<file path="config.mk">
export PLATFORM = sky130hd
export DESIGN_NAME = scs_gate_bank
export DESIGN_NICKNAME = d
export VERILOG_FILES = /design/src/rtl/scs_pkg.sv /design/src/rtl/scs_addr_decode.sv /design/src/rtl/scs_sc_word.sv /design/src/rtl/scs_rd_mux.sv /design/src/rtl/scs_gate_bank.sv
export SDC_FILE = /design/constraint.sdc
export NUM_CORES = 1
export LEC_CHECK = 0
export ABC_AREA = 1
export BUFFER_PORTS_ARGS = -buffer_cell sky130_fd_sc_hd__buf_2
export CAP_MARGIN = 15
export CORE_UTILIZATION = 25
export CTS_CLUSTER_DIAMETER = 80
export CTS_CLUSTER_SIZE = 12
export DETAILED_ROUTE_END_ITERATION = 8
export SLEW_MARGIN = 20
export SYNTH_ARGS = -nofsm -noshare
export SYNTH_HDL_FRONTEND = slang
export SYNTH_HIERARCHICAL = 1
export SYNTH_SLANG_ARGS = --single-unit
</file>
<file path="constraint.sdc">
create_clock -name clk -period 1.35 [get_ports clk]
set_input_delay 0.27 -clock clk [delete_from_list [all_inputs] [get_ports clk]]
set_output_delay 0.27 -clock clk [all_outputs]
set_load 0.03 [all_outputs]
</file>
<file path="src/rtl/scs_pkg.sv">
// Package: shared types for the set/clear/status gate bank.
// Assumes: each group spans four word slots inside a 16-byte window.
package scs_pkg;

    // Word slot of an access inside its group window (byte offset / 4).
    localparam logic [1:0] SLOT_SET    = 2'd0;
    localparam logic [1:0] SLOT_CLEAR  = 2'd1;
    localparam logic [1:0] SLOT_STATUS = 2'd2;

    // Number of controlled words (clock enable and peripheral reset).
    localparam int NUM_GROUPS = 2;
    localparam int GRP_ENABLE = 0;
    localparam int GRP_RESET  = 1;

    // Per-group decoded selects; at most one select of all groups is high.
    typedef struct packed {
        logic set_sel;
        logic clr_sel;
        logic sts_sel;
    } scs_grp_sel_t;

endpackage

</file>
<file path="src/rtl/scs_addr_decode.sv">
// Module: scs_addr_decode
// Turns a byte address into set/clear/status selects for the enable and the
// reset groups.
// Assumes: bases are 16-byte aligned and distinct; misaligned or slot-3
// addresses select nothing.
module scs_addr_decode
    import scs_pkg::*;
#(
    parameter int                ADDR_W   = 8,
    parameter logic [ADDR_W-1:0] EN_BASE  = 8'h00,
    parameter logic [ADDR_W-1:0] RST_BASE = 8'h10
) (
    input  logic                 clk,
    input  logic                 rst_n,
    input  logic [ADDR_W-1:0]    addr,
    output scs_grp_sel_t [NUM_GROUPS-1:0] sel
);
    localparam int WIN_LSB = 4;

    logic [NUM_GROUPS-1:0][ADDR_W-1:0] bases;
    assign bases[GRP_ENABLE] = EN_BASE;
    assign bases[GRP_RESET]  = RST_BASE;

    logic       aligned;
    logic [1:0] slot;
    assign aligned = (addr[1:0] == 2'b00);
    assign slot    = addr[3:2];

    for (genvar g = 0; g < NUM_GROUPS; g++) begin : g_grp
        logic hit;
        // Purpose: match the address window of this group.
        always_comb begin
            hit = aligned && (addr[ADDR_W-1:WIN_LSB] == bases[g][ADDR_W-1:WIN_LSB]);
        end
        // Purpose: pick the slot inside the matched window.
        always_comb begin
            sel[g].set_sel = hit && (slot == SLOT_SET);
            sel[g].clr_sel = hit && (slot == SLOT_CLEAR);
            sel[g].sts_sel = hit && (slot == SLOT_STATUS);
        end
    end

    // no address selects more than one slot anywhere.
    p_sel_onehot_r7: assert property (@(posedge clk) disable iff (!rst_n)
        $onehot0({sel[GRP_ENABLE], sel[GRP_RESET]}));

    // a misaligned address selects nothing.
    p_misaligned_none_r7: assert property (@(posedge clk) disable iff (!rst_n)
        (addr[1:0] != 2'b00) |-> ({sel[GRP_ENABLE], sel[GRP_RESET]} == '0));

endmodule

</file>
<file path="src/rtl/scs_sc_word.sv">
// Module: scs_sc_word
// One control word with write-one-to-set and write-one-to-clear strobes.
// Assumes: set and clear strobes are never high in the same cycle.
module scs_sc_word #(
    parameter int           W         = 32,
    parameter logic [W-1:0] RESET_VAL = '0
) (
    input  logic         clk,
    input  logic         rst_n,
    input  logic         set_stb,
    input  logic         clr_stb,
    input  logic [W-1:0] wdata,
    output logic [W-1:0] q
);
    // Purpose: hold the word, or-in set bits and mask out clear bits.
    always_ff @(posedge clk) begin
        if (!rst_n) begin
            q <= RESET_VAL;
        end else if (set_stb) begin
            q <= q | wdata;
        end else if (clr_stb) begin
            q <= q & ~wdata;
        end
    end

    // the word starts from its reset value.
    p_reset_value_r1: assert property (@(posedge clk) disable iff (!rst_n)
        $past(!rst_n) |-> (q == RESET_VAL));

    // every written one is on after a set.
    p_set_on_r2: assert property (@(posedge clk) disable iff (!rst_n)
        set_stb |=> ((q & $past(wdata)) == $past(wdata)));

    // a set leaves bits written as zero alone.
    p_set_keeps_r2: assert property (@(posedge clk) disable iff (!rst_n)
        set_stb |=> ((q & ~$past(wdata)) == ($past(q) & ~$past(wdata))));

    // every written one is off after a clear.
    p_clear_off_r3: assert property (@(posedge clk) disable iff (!rst_n)
        clr_stb |=> ((q & $past(wdata)) == '0));

    // a clear leaves bits written as zero alone.
    p_clear_keeps_r3: assert property (@(posedge clk) disable iff (!rst_n)
        clr_stb |=> ((q & ~$past(wdata)) == ($past(q) & ~$past(wdata))));

    // without a strobe the word holds.
    p_hold_r8: assert property (@(posedge clk) disable iff (!rst_n)
        (!set_stb && !clr_stb) |=> $stable(q));

endmodule

</file>
<file path="src/rtl/scs_rd_mux.sv">
// Module: scs_rd_mux
// Registered read path: returns a status word one cycle after the strobe,
// zero otherwise.
// Assumes: sel is one-hot or zero; W <= DATA_W.
module scs_rd_mux
    import scs_pkg::*;
#(
    parameter int W      = 32,
    parameter int DATA_W = 32
) (
    input  logic                          clk,
    input  logic                          rst_n,
    input  logic                          rd_en,
    input  scs_grp_sel_t [NUM_GROUPS-1:0] sel,
    input  logic [W-1:0]                  en_word,
    input  logic [W-1:0]                  rst_word,
    output logic [DATA_W-1:0]             rd_data
);
    logic [DATA_W-1:0] rd_next;

    // Purpose: choose the status word addressed, zero-extended to the bus.
    always_comb begin
        rd_next = '0;
        if (sel[GRP_ENABLE].sts_sel) begin
            rd_next[W-1:0] = en_word;
        end else if (sel[GRP_RESET].sts_sel) begin
            rd_next[W-1:0] = rst_word;
        end
    end

    // Purpose: capture read data on a strobe, drive zero otherwise.
    always_ff @(posedge clk) begin
        if (!rst_n) begin
            rd_data <= '0;
        end else if (rd_en) begin
            rd_data <= rd_next;
        end else begin
            rd_data <= '0;
        end
    end

    // data appears only in the cycle after a read strobe.
    p_idle_zero_r4: assert property (@(posedge clk) disable iff (!rst_n)
        !rd_en |=> (rd_data == '0));

    // reads of set and clear slots return zero.
    p_sc_read_zero_r5: assert property (@(posedge clk) disable iff (!rst_n)
        (rd_en && (sel[GRP_ENABLE].set_sel || sel[GRP_ENABLE].clr_sel ||
                   sel[GRP_RESET].set_sel  || sel[GRP_RESET].clr_sel))
        |=> (rd_data == '0));

    // an enable status read returns the word seen at the strobe.
    p_en_status_r4: assert property (@(posedge clk) disable iff (!rst_n)
        (rd_en && sel[GRP_ENABLE].sts_sel) |=> (rd_data[W-1:0] == $past(en_word)));

endmodule

</file>
<file path="src/rtl/scs_gate_bank.sv">
// Module: scs_gate_bank (top)
// Bank of per-peripheral clock-enable and reset bits, each word reached
// through set, clear and status addresses on a simple register bus.
// Assumes: one bus operation per cycle (wr_en and rd_en never together);
// NUM_PERIPH <= DATA_W; bases 16-byte aligned and distinct.
module scs_gate_bank
    import scs_pkg::*;
#(
    parameter int                NUM_PERIPH = 32,
    parameter int                ADDR_W     = 8,
    parameter int                DATA_W     = 32,
    parameter logic [ADDR_W-1:0] EN_BASE    = 8'h00,
    parameter logic [ADDR_W-1:0] RST_BASE   = 8'h10
) (
    input  logic                  clk,
    input  logic                  rst_n,
    input  logic [ADDR_W-1:0]     addr,
    input  logic                  wr_en,
    input  logic [DATA_W-1:0]     wr_data,
    input  logic                  rd_en,
    output logic [DATA_W-1:0]     rd_data,
    output logic [NUM_PERIPH-1:0] clk_en_o,
    output logic [NUM_PERIPH-1:0] periph_rst_o
);
    localparam logic [NUM_PERIPH-1:0] EN_RESET_VAL  = '0;
    localparam logic [NUM_PERIPH-1:0] RST_RESET_VAL = '1;

    scs_grp_sel_t [NUM_GROUPS-1:0] sel;
    logic [NUM_GROUPS-1:0][NUM_PERIPH-1:0] words;
    logic [NUM_PERIPH-1:0] wbits;

    assign wbits = wr_data[NUM_PERIPH-1:0];

    scs_addr_decode #(
        .ADDR_W  (ADDR_W),
        .EN_BASE (EN_BASE),
        .RST_BASE(RST_BASE)
    ) decode_i (
        .clk  (clk),
        .rst_n(rst_n),
        .addr (addr),
        .sel  (sel)
    );

    for (genvar g = 0; g < NUM_GROUPS; g++) begin : g_word
        localparam logic [NUM_PERIPH-1:0] RV =
            (g == GRP_RESET) ? RST_RESET_VAL : EN_RESET_VAL;
        scs_sc_word #(
            .W        (NUM_PERIPH),
            .RESET_VAL(RV)
        ) word_i (
            .clk    (clk),
            .rst_n  (rst_n),
            .set_stb(wr_en && sel[g].set_sel),
            .clr_stb(wr_en && sel[g].clr_sel),
            .wdata  (wbits),
            .q      (words[g])
        );
    end

    scs_rd_mux #(
        .W     (NUM_PERIPH),
        .DATA_W(DATA_W)
    ) rdmux_i (
        .clk     (clk),
        .rst_n   (rst_n),
        .rd_en   (rd_en),
        .sel     (sel),
        .en_word (words[GRP_ENABLE]),
        .rst_word(words[GRP_RESET]),
        .rd_data (rd_data)
    );

    assign clk_en_o     = words[GRP_ENABLE];
    assign periph_rst_o = words[GRP_RESET];

    // Bus rule assumed by the checks: never read and write together.
    p_one_op_r4: assert property (@(posedge clk) disable iff (!rst_n)
        !(wr_en && rd_en));

    // a write to either status slot leaves both outputs alone.
    p_status_write_ignored_r6: assert property (@(posedge clk) disable iff (!rst_n)
        (wr_en && (sel[GRP_ENABLE].sts_sel || sel[GRP_RESET].sts_sel))
        |=> ($stable(clk_en_o) && $stable(periph_rst_o)));

    // a write that selects no slot leaves both outputs alone.
    p_unmapped_write_r7: assert property (@(posedge clk) disable iff (!rst_n)
        (wr_en && ({sel[GRP_ENABLE], sel[GRP_RESET]} == '0))
        |=> ($stable(clk_en_o) && $stable(periph_rst_o)));

    // a write to the enable group never moves the reset outputs.
    p_en_write_isolated_r8: assert property (@(posedge clk) disable iff (!rst_n)
        (wr_en && (sel[GRP_ENABLE].set_sel || sel[GRP_ENABLE].clr_sel))
        |=> $stable(periph_rst_o));

endmodule

</file>
==> impl_metrics.sql, run 1 <==
INSERT INTO impl_metrics (metric_group, metric, value, unit) VALUES
('outcome', 'outcome', 'completed', ''),
('sta', 'timing.final.hold_violations', '0', ''),
('grt', 'track_usage', '0.146', ''),
('final_layout', 'layout-drive-gt1-share', '0.348', ''),
('placement', 'post_place_cells', '850', ''),
('clock_tree', 'postCtsHoldBufs', '0', ''),
('final_layout', 'total_inserted_antenna_cells', '0', ''),
('yosys', 'synthDistinctLibCells', '16', ''),
('floorplanning', 'rows', '46', ''),
('clock_tree', 'cts.path.max_buffers', '2', ''),
('sta', 'worst_margin_pin_slew', '0.441', 'ns'),
('clock_tree', 'cts.root.buffer_cell', 'clkbuf_16', ''),
('sta', 'relSlewSlack', '0.706', ''),
('final_layout', 'instances_no_fill', '865', ''),
('setup_path', 'cp.depth', '1', ''),
('yosys', 'post_synth_inst_count', '513', ''),
('setup_path', 'critical_path.reg2reg.endpoint', 'rdmux_i/rd_data[26]', ''),
('setup_path', 'slowest_stage', 'dfxtp_1', ''),
('sta', 'setup_repair_after_global_routing_missed_its_margin', 'false', ''),
('sta', 'totalNegativeSetupSlack', '0', 'ns'),
('yosys', 'synth.cell_area', '0.00404', 'mm^2'),
('power', 'vdd_ir_drop_max', '0.594', 'mV'),
('yosys', 'syn-mean-instance-area', '7.88', 'um^2'),
('clock_tree', 'cts_setup_buffers', '0', ''),
('grt', 'groute.layer.met3.usage', '0.0380', ''),
('clock_tree', 'clkTransAtPathRegs', '0.07', 'ns'),
('yosys', 'synth_sequential_area_ratio', '0.476', ''),
('placement', 'place.detailed.hpwl', '8060', 'um'),
('sta', 'finalSetupViolations', '0', ''),
('yosys', 'post_synth_main_area_contributors', 'dfxtp_1 (48%), nand2_1 (19%), a21oi_2 (8.7%)', ''),
('sta', 'clock-skew-final', '0.00637', 'ns'),
('clock_tree', 'clk_latency', '0.34', 'ns'),
('drt', 'remaining_drc_errors', '0', ''),
('floorplanning', 'initial_utilization', '0.255', ''),
('clock_tree', 'tritoncts', 'done', ''),
('setup_path', 'crit_path_start_kind', 'flip-flop', ''),
('setup_path', 'critical_path.cell_chain', 'buf_2', ''),
('drt', 'routed_wire_length_per_instance', '13.7', 'um'),
('final_layout', 'fin_util', '0.335', ''),
('sta', 'max_freq', '810', 'MHz'),
('power', 'switching_share', '0.232', ''),
('sta', 'layout_worst_path_cycle_share', '0.915', ''),
('drt', 'detailedRoute.firstPassIterationCount', '5', ''),
('clock_tree', 'cts.htree.levels', '3', ''),
('yosys', 'synth_warnings', '6', ''),
('grt', 'maximum_number_of_pins_on_one_net_before_global_route_repair', '33', ''),
('yosys', 'yosysTopAreaCellShare', '0.476', ''),
('clock_tree', 'clock-sinks', '96', ''),
('grt', 'grt_overflow', '0', ''),
('drt', 'total_wirelength', '11800', 'um'),
('drt', 'drt_iter0_drc', '127', ''),
('yosys', 'postSynthRegisterBits', '96', ''),
('setup_path', 'timing.critical_path.arrival', '0.96', 'ns'),
('floorplanning', 'total_die_area', '0.0167', 'mm^2'),
('placement', 'gp_congestion', '0.750', ''),
('setup_path', 'reg2reg_depth', '2', ''),
('grt', 'grt-busiest-layer', 'met2', ''),
('drt', 'via_count', '3782', ''),
('power', 'power.clock.fraction', '0.436', ''),
('job', 'cap_viol_max_count', '0', ''),
('setup_path', 'crit_path_max_incr_delay', '0.40', 'ns'),
('yosys', 'postSynthNetCount', '557', ''),
('power', 'intPower', '0.00423', 'W'),
('floorplanning', 'die_width', '129', 'um'),
('placement', 'io_buffers', '139', ''),
('drt', 'detail_route.vias_per_cell', '4.37', ''),
('worst_hold_path', 'timing.hold.worst.class', 'primary input to flip-flop', ''),
('final_layout', 'syn2layout_area_growth', '31.1', '%'),
('clock_tree', 'cts_inserted_buffers', '9', ''),
('yosys', 'synth_top_cell_by_area', 'dfxtp_1', ''),
('sta', 'report.final.slew_viol_count', '0', '');
-- through the flow --
| step | setup WS (ns) | hold slack (ns) | instance area (um^2) |
|---|---|---|---|
| finish | 0.115 | 0.180 | 5300 |
| global route | 0.0649 | 0.178 | 5300 |
| CTS | 0.0842 | 0.163 | 5300 |
| detailed placement | -0.116 | 0.450 | 5020 |
| global placement | -0.103 | 0.454 | 5020 |
| floorplan | 0.0917 | 0.394 | 4040 |
-- cells in the final DEF (no fill, tap or decap), types with 2 or more instances in the layout --
master	Yosys	layout
nand2_1	200	199
buf_2	14	139
dfxtp_1	96	96
a21oi_1	56	56
a21oi_2	40	40
o21ai_1	28	28
nand3_1	24	24
buf_12	0	12
nand3_2	10	10
clkbuf_16	0	9
nor2_1	10	8
inv_1	9	7
buf_4	4	5
o21ai_0	4	4
clkinv_4	0	3
inv_2	0	2
nor2_4	0	2
-- area by class of cell --
cell class	instances	area, um^2
inverter	10	40.0
clock buffer	11	243
multi-input combinational	372	1820
sequential	96	1920
clock inverter	4	31.3
tap	216	270
timing repair buffer	156	973
fill	1677	10500
-- synth_stat cells --
| cell | instances |
|---|---|
| a21oi_1 | 56 |
| nor2_1 | 10 |
| buf_1 | 2 |
| buf_2 | 14 |
| nand2_1 | 200 |
| o21ai_1 | 28 |
| inv_4 | 1 |
| a21oi_2 | 40 |
| nand3_1 | 24 |
| buf_6 | 14 |
| buf_4 | 4 |
| dfxtp_1 | 96 |
| buf_8 | 1 |
| inv_1 | 9 |
| nand3_2 | 10 |
| o21ai_0 | 4 |
-- kinds of logic (layout without fill, tap and decap cells) --
kind of cell	after synthesis	in the layout	synth area share
buffers and inverters	45	181	0.0793
flip-flops	96	96	0.476
AND/OR/NAND/NOR	244	244	0.250
AO/OA/AOI/OAI	128	128	0.196
-- power by group through the flow --
stage	sequential (W)	clock (W)	combinational (W)
finish	0.00284	0.00240	0.000267
global route	0.00284	0.00261	0.000296
CTS	0.00284	0.00249	0.000270
detailed placement	0.00290	0	0.000269
global placement	0.00290	0	0.000265
floorplan	0.00291	0	0.0000998
-- worst min-delay path by stage --
stage,startpoint,endpoint,slack [ns],cells after the start
after floorplan,wr_data[26],flip-flop,0.39,2
after global placement,flip-flop,flip-flop,0.45,2
after detailed placement,flip-flop,flip-flop,0.45,2
after CTS,wr_data[27],flip-flop,0.16,3
after global routing,wr_data[4],flip-flop,0.18,3
final,wr_data[27],flip-flop,0.18,3
-- per-layer routing --
metal	part of all wire	wire length (um)
met3	0.054	634
met1	0.47	5610
met4	0.014	165
met5	0	0
met2	0.46	5420
No activity file was read; power rests on OpenSTA's default activity.
==> run 2, diff against run 1 <==
--- a/config.mk
+++ b/config.mk
@@ -5,7 +5,6 @@
 export SDC_FILE = /design/constraint.sdc
 export NUM_CORES = 1
 export LEC_CHECK = 0
-export ABC_AREA = 1
 export BUFFER_PORTS_ARGS = -buffer_cell sky130_fd_sc_hd__buf_2
 export CAP_MARGIN = 15
 export CORE_UTILIZATION = 25
==> impl_metrics.sql, run 2 <==
INSERT INTO impl_metrics (metric_group, metric, value, unit) VALUES
('yosys', 'yosysTopAreaCellShare', '0.500', ''),
('floorplanning', 'initial_utilization', '0.260', ''),
('yosys', 'synth_edf_count', '0', ''),
('yosys', 'synth_sequential_area_ratio', '0.500', ''),
('floorplanning', 'floorplan.die.height', '126', 'um'),
('yosys', 'synth_most_common_cell', 'nand2_1', ''),
('final_layout', 'syn2layout_area_growth', '38.4', '%'),
('clock_tree', 'cts.root.buffer_cell', 'clkbuf_16', ''),
('yosys', 'post_synth_inst_count', '405', ''),
('floorplanning', 'ios', '140', ''),
('outcome', 'outcome', 'finished, violations left', ''),
('floorplanning', 'total_die_area', '0.0159', 'mm^2'),
('power', 'design_power_total', '0.00593', 'W'),
('clock_tree', 'cts.htree.levels', '3', ''),
('floorplanning', 'core_region_area', '0.0148', 'mm^2'),
('yosys', 'yosys-mux-area-fraction', '0', ''),
('sta', 'setup_repair_after_global_routing_missed_its_margin', 'true', ''),
('clock_tree', 'cts_inserted_buffers', '9', ''),
('final_layout', 'final_common_cell', 'buf_2', ''),
('job', 'cap_viol_max_count', '0', ''),
('floorplanning', 'rows', '44', ''),
('drt', 'remaining_drc_errors', '0', ''),
('power', 'vdd_ir_drop_max', '0.593', 'mV'),
('grt', 'maximum_number_of_pins_on_one_net_before_global_route_repair', '37', ''),
('worst_hold_path', 'timing.hold.worst.class', 'primary input to flip-flop', ''),
('grt', 'grt_antenna_before_repair', '0', ''),
('sta', 'report.final.slew_viol_count', '0', ''),
('sta', 'clock-skew-final', '0.00525', 'ns'),
('yosys', 'synth_top_family_by_area', 'simple AND/OR/NAND/NOR gates', ''),
('yosys', 'synth_top_cell_by_area', 'dfxtp_1', ''),
('setup_path', 'crit_path_start_kind', 'primary input', ''),
('yosys', 'synth_warnings', '6', ''),
('yosys', 'post_synth_main_area_contributors', 'dfxtp_1 (50%), nand2_1 (9.5%), a221o_1 (8.3%)', ''),
('drt', 'detailedRoute.firstPassIterationCount', '4', ''),
('sta', 'fin_crit', '1.37', 'ns'),
('setup_path', 'timing.critical_path.arrival', '1.61', 'ns'),
('sta', 'post_layout_worst_setup_margin', '-0.0226', 'ns'),
('yosys', 'postSynth.asyncResetShare', '0', ''),
('yosys', 'synthXorXnorAreaFrac', '0', ''),
('yosys', 'synthDistinctLibCells', '20', ''),
('grt', 'grt_overflow', '0', ''),
('clock_tree', 'postCtsHoldBufs', '0', ''),
('setup_path', 'worst-setup-path-type', 'primary input to flip-flop', ''),
('yosys', 'syn-mean-instance-area', '9.49', 'um^2'),
('yosys', 'synth.cell_area', '0.00384', 'mm^2'),
('drt', 'postRouteAntennaNets', '0', ''),
('final_layout', 'final.fill_count', '1514', ''),
('clock_tree', 'cts.path.max_buffers', '2', ''),
('clock_tree', 'tritoncts', 'done', ''),
('setup_path', 'cp-end-kind', 'flip-flop', ''),
('yosys', 'synthTopCellsByCount', 'nand2_1 (97), dfxtp_1 (96)', ''),
('clock_tree', 'clkTransAtPathRegs', '0.07', 'ns'),
('yosys', 'synth_simple_gate_area_frac', '0.236', ''),
('final_layout', 'final-seq-area', '0.00192', 'mm^2'),
('clock_tree', 'clk_latency', '0.35', 'ns'),
('drt', 'total_wirelength', '11700', 'um'),
('yosys', 'postSynthNetCount', '449', ''),
('final_layout', 'layout-drive-gt1-share', '0.352', ''),
('placement', 'place.detailed.hpwl', '7810', 'um'),
('power', 'static-leakage-power', '2.18', 'nW'),
('final_layout', 'finalNetCount', '587', ''),
('sta', 'relSlewSlack', '0.843', ''),
('yosys', 'post_synth_fa_ha_maj_area_fraction', '0', ''),
('drt', 'drt_iter0_drc', '190', ''),
('placement', 'gp_congestion', '0.762', ''),
('final_layout', 'total_inserted_antenna_cells', '0', ''),
('final_layout', 'layout_common_cells', 'buf_2 (136), nand2_1 (97), dfxtp_1 (96)', ''),
('sta', 'totalNegativeSetupSlack', '-0.104', 'ns'),
('power', 'power_density', '1120', 'mW/mm^2'),
('final_layout', 'instances_no_fill', '732', ''),
('sta', 'timing.final.hold_violations', '0', ''),
('sta', 'layout_worst_path_cycle_share', '1.02', ''),
('outcome', 'violations_in_the_final_reports', 'setup timing', ''),
('final_layout', 'multiInputGateArea', '0.00174', 'mm^2'),
('sta', 'hold_ws', '0.188', 'ns'),
('clock_tree', 'clock-sinks', '96', ''),
('setup_path', 'worstPathMaxFanout', '8', ''),
('yosys', 'synth_compound_gate_area_share', '0.198', ''),
('grt', 'grt_pass1_vias', '3468', ''),
('setup_path', 'critPathRequiredTime', '1.59', 'ns'),
('floorplanning', 'die_width', '126', 'um'),
('sta', 'finalSetupViolations', '12', ''),
('placement', 'io_buffers', '139', ''),
('placement', 'post_place_cells', '712', ''),
('grt', 'grt_pass1_wl', '17900', 'um'),
('sta', 'max_freq', '729', 'MHz'),
('drt', 'detail_route.vias_per_cell', '5.00', ''),
('yosys', 'synth_top_flop_cell', 'dfxtp_1', ''),
('grt', 'track_usage', '0.144', ''),
('sta', 'worst_margin_pin_slew', '0.235', 'ns'),
('drt', 'via_count', '3662', ''),
('yosys', 'postSynthRegisterBits', '96', ''),
('placement', 'dp_slack', '-0.360', 'ns'),
('drt', 'routed_wire_length_per_instance', '16.0', 'um');
-- run 2: worst max-delay path, stage by stage --
cell	delay, ns
buf_4	0.12
or4_4	0.57
nor2_4	0.17
buf_12	0.15
clkbuf_16	0.15
nand3b_1	0.11
a21oi_1	0.06
-- run 2: area by class of cell --
class / instances / area share
clock inverter: 5 / 0.0162
timing repair buffer: 162 / 0.206
clock buffer: 11 / 0.0456
sequential: 96 / 0.361
tap: 184 / 0.0433
multi-input combinational: 273 / 0.326
inverter: 1 / 0.000706
-- run 2: where the power goes --
group / switching (W) / leakage (nW) / internal, W
Sequential: 0.00000219 / 0.774 / 0.00283
Clock: 0.00115 / 0.161 / 0.00169
Combinational: 0.000157 / 1.24 / 0.0000973
Total: 0.00131 / 2.18 / 0.00462
-- run 2: per-layer routing --
layer | track usage | vias up | part of all wire
li1 | - | 1736 | -
met1 | 0.172 | 1788 | 0.45
met2 | 0.245 | 126 | 0.48
met3 | 0.0438 | 12 | 0.062
met4 | 0.0517 | 0 | 0.012
met5 | 0 | - | 0
-- run 2: metrics by stage --
| step | instance area, um^2 | utilization |
|---|---|---|
| after floorplan | 3950 | - |
| after global placement | 4870 | 0.330 |
| after detailed placement | 4870 | 0.330 |
| after CTS | 5200 | 0.353 |
| after global routing | 5320 | 0.360 |
| final | 5320 | 0.360 |
-- run 2: path summary, 6_finish.rpt --
path,from,slack (ns),end,depth (start not counted)
worst max-delay path,addr[7],-0.02,rdmux_i/rd_data[15],7
worst min-delay path,wr_data[7],0.19,flip-flop,2
worst max register to register,flip-flop,0.57,flip-flop,1
worst min register to register,flip-flop,0.48,rdmux_i/rd_data[22],2
-- run 2: logic make-up (layout without fill, tap and decap cells) --
group           Yosys count  after routing
simple gates            177            177
compound gates           96             96
flops                    96             96
buf+inv                  36            179
-- run 2: repair_timing --
| action | in CTS | in global routing |
|---|---|---|
| gates resized for setup | 0 | 9 |
| setup endpoints to repair | 0 | 45 |
| endpoints found under the hold margin | 0 | 0 |
| buffers inserted | 0 | 1 |
